`src/rtl/hostreg_pkg.sv`:
```
package hostreg_pkg;
  // status bit positions
  localparam int ST_WF_EMPTY = 0;
  localparam int ST_WF_FULL  = 1;
  localparam int ST_RF_READY = 2;
  localparam int ST_BUSY     = 3;
  localparam int ST_OVF      = 4;
  localparam int ST_UNF      = 5;
  localparam int ST_IRQ      = 6;
  localparam int ST_W        = 7;
  // indirect bank addresses
  localparam int RA_FIFO = 0;
  localparam int RA_CTRL = 1;
  localparam int RA_CMD  = 2;
  // control bits
  localparam int CB_ABORT  = 0;
  localparam int CB_PAUSE  = 1;
  localparam int CB_IE_LSB = 2;

  function automatic int unsigned occ_next(int unsigned occ, logic inc, logic dec);
    int unsigned n;
    n = occ;
    if (inc && !dec) n = occ + 1;
    if (dec && !inc) n = occ - 1;
    return n;
  endfunction

  function automatic logic irq_of(logic [5:0] st, logic [5:0] en);
    return |(st & en);
  endfunction
endpackage

```
`src/rtl/hostreg_fifo.sv`:
```
module hostreg_fifo #(
  parameter int DW    = 16,
  parameter int DEPTH = 8
) (
  input  logic          clk,
  input  logic          rst_n,
  input  logic          flush,
  input  logic          push,
  input  logic [DW-1:0] din,
  input  logic          pop,
  output logic [DW-1:0] dout,
  output logic          empty,
  output logic          full,
  output logic          push_drop,
  output logic          pop_miss
);
  localparam int PW = (DEPTH > 1) ? $clog2(DEPTH) : 1;
  localparam int CW = $clog2(DEPTH + 1);

  logic [DW-1:0] mem [DEPTH];
  logic [PW-1:0] wr_ptr, rd_ptr;
  logic [CW-1:0] occ;
  logic          push_ok, pop_ok;

  assign empty     = (occ == '0);
  assign full      = (occ == CW'(DEPTH));
  assign push_ok   = push && !full && !flush;
  assign pop_ok    = pop && !empty && !flush;
  assign push_drop = push && full && !flush;
  assign pop_miss  = pop && empty && !flush;
  assign dout      = mem[rd_ptr];

  function automatic logic [PW-1:0] ptr_inc(logic [PW-1:0] p);
    return (p == PW'(DEPTH - 1)) ? '0 : p + 1'b1;
  endfunction

  always_ff @(posedge clk) begin
    if (push_ok) mem[wr_ptr] <= din;
  end

  always_ff @(posedge clk) begin
    if (!rst_n || flush) begin
      wr_ptr <= '0;
      rd_ptr <= '0;
      occ    <= '0;
    end else begin
      if (push_ok) wr_ptr <= ptr_inc(wr_ptr);
      if (pop_ok)  rd_ptr <= ptr_inc(rd_ptr);
      occ <= CW'(hostreg_pkg::occ_next(32'(occ), push_ok, pop_ok));
    end
  end

  assert_full_holds_R4: assert property (@(posedge clk) disable iff (!rst_n)
    (full && push && !pop && !flush) |=> full);
  assert_empty_holds_R5: assert property (@(posedge clk) disable iff (!rst_n)
    (empty && pop && !push && !flush) |=> empty);
  assert_flush_empties_R9: assert property (@(posedge clk) disable iff (!rst_n)
    flush |=> empty);
endmodule

```
`src/rtl/hostreg_cmd_fetch.sv`:
```
module hostreg_cmd_fetch #(
  parameter int DW = 16
) (
  input  logic          clk,
  input  logic          rst_n,
  input  logic          abort,
  input  logic          pause,
  input  logic          done,
  input  logic          q_empty,
  input  logic [DW-1:0] q_head,
  output logic          fetch,
  output logic [DW-1:0] cmd_word,
  output logic          busy
);
  assign fetch = !busy && !pause && !q_empty && !abort;

  always_ff @(posedge clk) begin
    if (!rst_n || abort) begin
      busy     <= 1'b0;
      cmd_word <= '0;
    end else if (fetch) begin
      busy     <= 1'b1;
      cmd_word <= q_head;
    end else if (busy && done) begin
      busy <= 1'b0;
    end
  end

  assert_no_fetch_paused_R8: assert property (@(posedge clk) disable iff (!rst_n)
    $rose(busy) |-> !$past(pause));
  assert_done_frees_R7: assert property (@(posedge clk) disable iff (!rst_n)
    (busy && done && !abort) |=> !busy);
  assert_abort_idles_R9: assert property (@(posedge clk) disable iff (!rst_n)
    abort |=> (!busy && cmd_word == '0));
endmodule

```
`src/rtl/hostreg_port.sv`:
```
module hostreg_port #(
  parameter int DW         = 16,
  parameter int FIFO_DEPTH = 8,
  parameter int AW         = 2
) (
  input  logic          clk,
  input  logic          rst_n,
  input  logic          rs,
  input  logic          wr_en,
  input  logic          rd_en,
  input  logic [DW-1:0] wdata,
  output logic [DW-1:0] rdata,
  input  logic          exec_done,
  input  logic          hook_push,
  input  logic [DW-1:0] hook_data,
  output logic [DW-1:0] cmd_word,
  output logic          cmd_busy,
  output logic          irq
);
  import hostreg_pkg::*;

  logic [AW-1:0]   addr_q;
  logic [7:1]      ctrl_q;
  logic            ovf_q, unf_q;
  logic            ptr_wr, stat_rd, bank_wr, bank_rd;
  logic            sel_fifo, sel_ctrl, sel_cmd;
  logic            wf_push, rf_pop, abort_req;
  logic            wf_empty, wf_full, wf_drop, wf_pop_unused, wf_miss_unused;
  logic            rf_empty, rf_full_unused, rf_drop_unused, rf_miss;
  logic [DW-1:0]   wf_head, rf_head;
  logic            fetch;
  logic [ST_W-1:0] stat;
  logic            wdata_unused;

  assign wdata_unused = ^wdata;

  assign ptr_wr  = wr_en && !rs;
  assign stat_rd = rd_en && !rs;
  assign bank_wr = wr_en && rs;
  assign bank_rd = rd_en && rs;

  assign sel_fifo = (addr_q == AW'(RA_FIFO));
  assign sel_ctrl = (addr_q == AW'(RA_CTRL));
  assign sel_cmd  = (addr_q == AW'(RA_CMD));

  assign wf_push   = bank_wr && sel_fifo;
  assign rf_pop    = bank_rd && sel_fifo;
  assign abort_req = bank_wr && sel_ctrl && wdata[CB_ABORT];

  hostreg_fifo #(.DW(DW), .DEPTH(FIFO_DEPTH)) u_wfifo (
    .clk(clk), .rst_n(rst_n), .flush(abort_req),
    .push(wf_push), .din(wdata), .pop(fetch),
    .dout(wf_head), .empty(wf_empty), .full(wf_full),
    .push_drop(wf_drop), .pop_miss(wf_miss_unused)
  );

  hostreg_fifo #(.DW(DW), .DEPTH(FIFO_DEPTH)) u_rfifo (
    .clk(clk), .rst_n(rst_n), .flush(abort_req),
    .push(hook_push), .din(hook_data), .pop(rf_pop),
    .dout(rf_head), .empty(rf_empty), .full(rf_full_unused),
    .push_drop(rf_drop_unused), .pop_miss(rf_miss)
  );

  assign wf_pop_unused = fetch && wf_empty;

  hostreg_cmd_fetch #(.DW(DW)) u_fetch (
    .clk(clk), .rst_n(rst_n), .abort(abort_req), .pause(ctrl_q[CB_PAUSE]),
    .done(exec_done), .q_empty(wf_empty), .q_head(wf_head),
    .fetch(fetch), .cmd_word(cmd_word), .busy(cmd_busy)
  );

  always_ff @(posedge clk) begin
    if (!rst_n) begin
      addr_q <= '0;
      ctrl_q <= '0;
      ovf_q  <= 1'b0;
      unf_q  <= 1'b0;
    end else begin
      if (ptr_wr) addr_q <= wdata[AW-1:0];
      if (bank_wr && sel_ctrl) ctrl_q <= wdata[7:1];
      ovf_q <= stat_rd ? 1'b0 : (ovf_q | wf_drop);
      unf_q <= stat_rd ? 1'b0 : (unf_q | rf_miss);
    end
  end

  always_comb begin
    stat              = '0;
    stat[ST_WF_EMPTY] = wf_empty;
    stat[ST_WF_FULL]  = wf_full;
    stat[ST_RF_READY] = !rf_empty;
    stat[ST_BUSY]     = cmd_busy;
    stat[ST_OVF]      = ovf_q;
    stat[ST_UNF]      = unf_q;
    stat[ST_IRQ]      = irq_of(stat[5:0], ctrl_q[7:CB_IE_LSB]);
  end

  assign irq = stat[ST_IRQ];

  always_comb begin
    rdata = '0;
    if (!rs) begin
      rdata[ST_W-1:0] = stat;
      rdata[8 +: AW]  = addr_q;
    end else if (sel_fifo) begin
      rdata = rf_empty ? '0 : rf_head;
    end else if (sel_ctrl) begin
      rdata[7:0] = {ctrl_q, 1'b0};
    end else if (sel_cmd) begin
      rdata = cmd_word;
    end
  end

  assert_addr_latch_R1: assert property (@(posedge clk) disable iff (!rst_n)
    ptr_wr |=> addr_q == $past(wdata[AW-1:0]));
  assert_drop_sets_ovf_R4: assert property (@(posedge clk) disable iff (!rst_n)
    wf_drop |=> ovf_q);
  assert_miss_sets_unf_R5: assert property (@(posedge clk) disable iff (!rst_n)
    rf_miss |=> unf_q);
  assert_stat_read_clears_R6: assert property (@(posedge clk) disable iff (!rst_n)
    stat_rd |=> (!ovf_q && !unf_q));
  assert_ctrl_stable_R3: assert property (@(posedge clk) disable iff (!rst_n)
    !(bank_wr && sel_ctrl) |=> $stable(ctrl_q));
endmodule

```
`config.mk`:
```
export PLATFORM = sky130hd
export DESIGN_NAME = hostreg_port
export DESIGN_NICKNAME = d
export VERILOG_FILES = /design/src/rtl/hostreg_pkg.sv /design/src/rtl/hostreg_fifo.sv /design/src/rtl/hostreg_cmd_fetch.sv /design/src/rtl/hostreg_port.sv
export SDC_FILE = /design/constraint.sdc
export NUM_CORES = 1
export LEC_CHECK = 0
export BUFFER_PORTS_ARGS = -buffer_cell sky130_fd_sc_hd__buf_2
export CORE_AREA = 2 2 174 176
export CTS_BUF_LIST = sky130_fd_sc_hd__clkbuf_16
export CTS_CLUSTER_SIZE = 20
export DETAILED_ROUTE_END_ITERATION = 6
export DIE_AREA = 0 0 176 178
export GPL_ROUTABILITY_DRIVEN = 0
export PLACE_DENSITY = 0.63
export SETUP_SLACK_MARGIN = 0.02
export SYNTH_ARGS = -nofsm -noshare
export SYNTH_HDL_FRONTEND = slang
export SYNTH_HIERARCHICAL = 1
export SYNTH_SLANG_ARGS = --single-unit
```
`constraint.sdc`:
```
create_clock -name clk -period 4.3 [get_ports clk]
set_clock_uncertainty 0.2 [all_clocks]
set_input_delay 0.645 -clock clk [delete_from_list [all_inputs] [get_ports clk]]
set_output_delay 0.645 -clock clk [all_outputs]
set_load 0.005 [all_outputs]
```
==> results by group <==
Finish
  • Final cell count without fillers: 1224
  • Ant. Diodes: 0
  • P&R area growth vs syn: 14.7%
  • Most frequent cells in the layout: 256 x edfxtp_1, 72 x buf_2, 55 x mux4_1
  • Share of layout cells above drive strength 1: 25.4%
  • Nets: 863
  • Commonest non-fill, non-tap cell in the layout: edfxtp_1

Power and ir drop
  • Clk network pwr share: 39.4%
  • Leakage: 5.05 nW
  • Switching Fraction: 23.2%
  • Cell Int Power: 5.60 mW
  • Combinational power share: 12.0%
  • Pwr Total: 7.30 mW
  • Pwr dens: 489 nW/um2
  • Reg power frac: 48.6%
  • Worst VDD drop: 0.000341 V
  • Switching power: 1.69 mW

STA
  • Final WS setup: 0.492 ns
  • Worst slew margin: 32.7%
  • Tmin final: 3.81 ns
  • Period utilization: 88.6%
  • Setup tns final: 0 ns
  • Endpoints failing setup: 0
  • RSZ-0062 raised after global routing: no
  • Hold_ws: 0.174 ns
  • Slew at the pin closest to its max-slew limit: 1.01 ns
  • Fmax: 263 MHz
  • Final hold viol count: 0
  • Max Slew Vio Count: 0

Setup path
  • Setup crit end kind: output pin
  • Largest stage delay, worst path: 0.81 ns
  • CP Max Fanout: 25
  • Crit path kind: reg2out
  • Worst Path Arrival: 2.96 ns
  • Crit path max-delay cell type: dfxtp_2
  • Startpoint types: flop
  • Critical Path, Cell by Cell: buf_4 > mux4_1 > mux2_2 > a22oi_1 > o21ai_0 > buf_2
  • CP Data Required Time: 3.45 ns

Placement
  • Count of input and output buffers: 72
  • DP Worst Slack: 0.449 ns
  • Placed insts: 1167
  • Detail Placement HPWL: 16600 um

Drt
  • DR vias: 6625
  • Drt drc: 0
  • Vias per cell: 5.41
  • First drt pass iteration count: 4
  • Antenna viol nets, final: 0
  • First-iteration detailed-routing DRC count: 443
  • WL final: 26400 um
  • Routed length per instance: 21.5 um

Clock network
  • Root Buffer: clkbuf_16
  • Setup repair bufs after CTS: 0
  • TritonCTS buffer count: 31
  • CTS tree: yes
  • Clock buffer depth: 3
  • Worst-path clk slew: 0.06 ns
  • H-Tree Depth: 1
  • Clock Sinks: 310
  • Cts hold-fix bufs: 0
  • Post-CTS Resized: 0
  • Clk_lat worst skew: 0.54 ns

Floorplanning
  • Num ports: 73
  • Core area: 29400 um2
  • Die ar.: 31300 um2
  • Horiz. Die Dim: 176 um
  • Initial Util: 44.2%
  • Die H: 178 um
  • Row count: 63

Logic synthesis
  • Synthesized cell area: 13000 um2
  • Post-Syn Nets: 773
  • Synth warn: 6
  • Cells after Synth: 720
  • Avg Inst Size Synth: 18.1 um2

Global route
  • Gr ovfl total: 0
  • Largest net degree at the start of global routing: 47
  • Initial antenna violation count: 0
  • First-pass GRT wire length: 40100 um
  • Vias in the first global route: 6604
  • GRT Util Overall: 17.0%

Run status
  • Status: finished clean

Worst hold path
  • Hold/Removal Path Class: in2reg

Run
  • Maxcap violations: 0
==> cell type report <==
cell class,instances,area [um2]
clock buffer,31,776
clock inverter,26,327
fill,2371,14500
inverter,7,26.3
multi-input combinational,363,3980
sequential,310,8770
tap,390,488
timing repair buffer,97,548
==> critical path, delay by kind of cell (launching register included) <==
family | cells | cell delay, ns
buf+inv | 2 | 0.48
flops | 1 | 0.81
mux | 2 | 0.83
compound gates | 2 | 0.28
==> state kept, by name (all words and copies together) (netlist names), named ones only <==
signal and flops:
ovf_q 1, u_rfifo/wr_ptr 3, unf_q 1, u_wfifo/occ 4
u_wfifo/rd_ptr 3, u_rfifo/rd_ptr 3, u_rfifo/occ 4, u_fetch/cmd_word 16
addr_q 2, u_wfifo/mem 128, u_fetch/busy 1, ctrl_q 7
u_wfifo/wr_ptr 3, u_rfifo/mem 128
==> final timing paths <==
kind | start | end | slack (ns) | cells after the start
worst max-delay path | flop | rdata[8] | 0.49 | 6
worst min-delay path | hook_data[14] | u_rfifo/mem[5][14]$_DFFE_PP_ | 0.17 | 1
worst max register to register | addr_q[1]$_SDFFE_PN0P_ | u_wfifo/occ[2]$_SDFFE_PP0P_ | 0.88 | 13
worst min register to register | ctrl_q[6]$_SDFFE_PN0P_ | ctrl_q[6]$_SDFFE_PN0P_ | 0.29 | 2
==> power by group through the flow <==
| stage | logic [mW] | registers, mW | clock network (mW) |
|---|---|---|---|
| detailed placement | 0.881 | 3.61 | 0 |
| global placement | 0.874 | 3.61 | 0 |
| finish | 0.878 | 3.54 | 2.87 |
| CTS | 0.888 | 3.55 | 2.93 |
| floorplan | 0.676 | 3.53 | 0 |
| global route | 0.953 | 3.56 | 3.05 |
==> routing by layer <==
metal,global-route usage [%],up-vias,part of all wire [%]
met5,0,-,0
met4,3.75,0,1.7
met3,2.83,40,4.6
met2,29.3,134,49
met1,22.7,3352,44
li1,-,3099,-
==> through the flow <==
step | util, % | cell area [um2]
final | 50.7 | 14900
after global routing | 50.7 | 14900
after CTS | 50.7 | 14900
after detailed placement | 47.0 | 13800
after global placement | 47.0 | 13800
after floorplan | - | 13000
(Power assumes the default switching activity.)
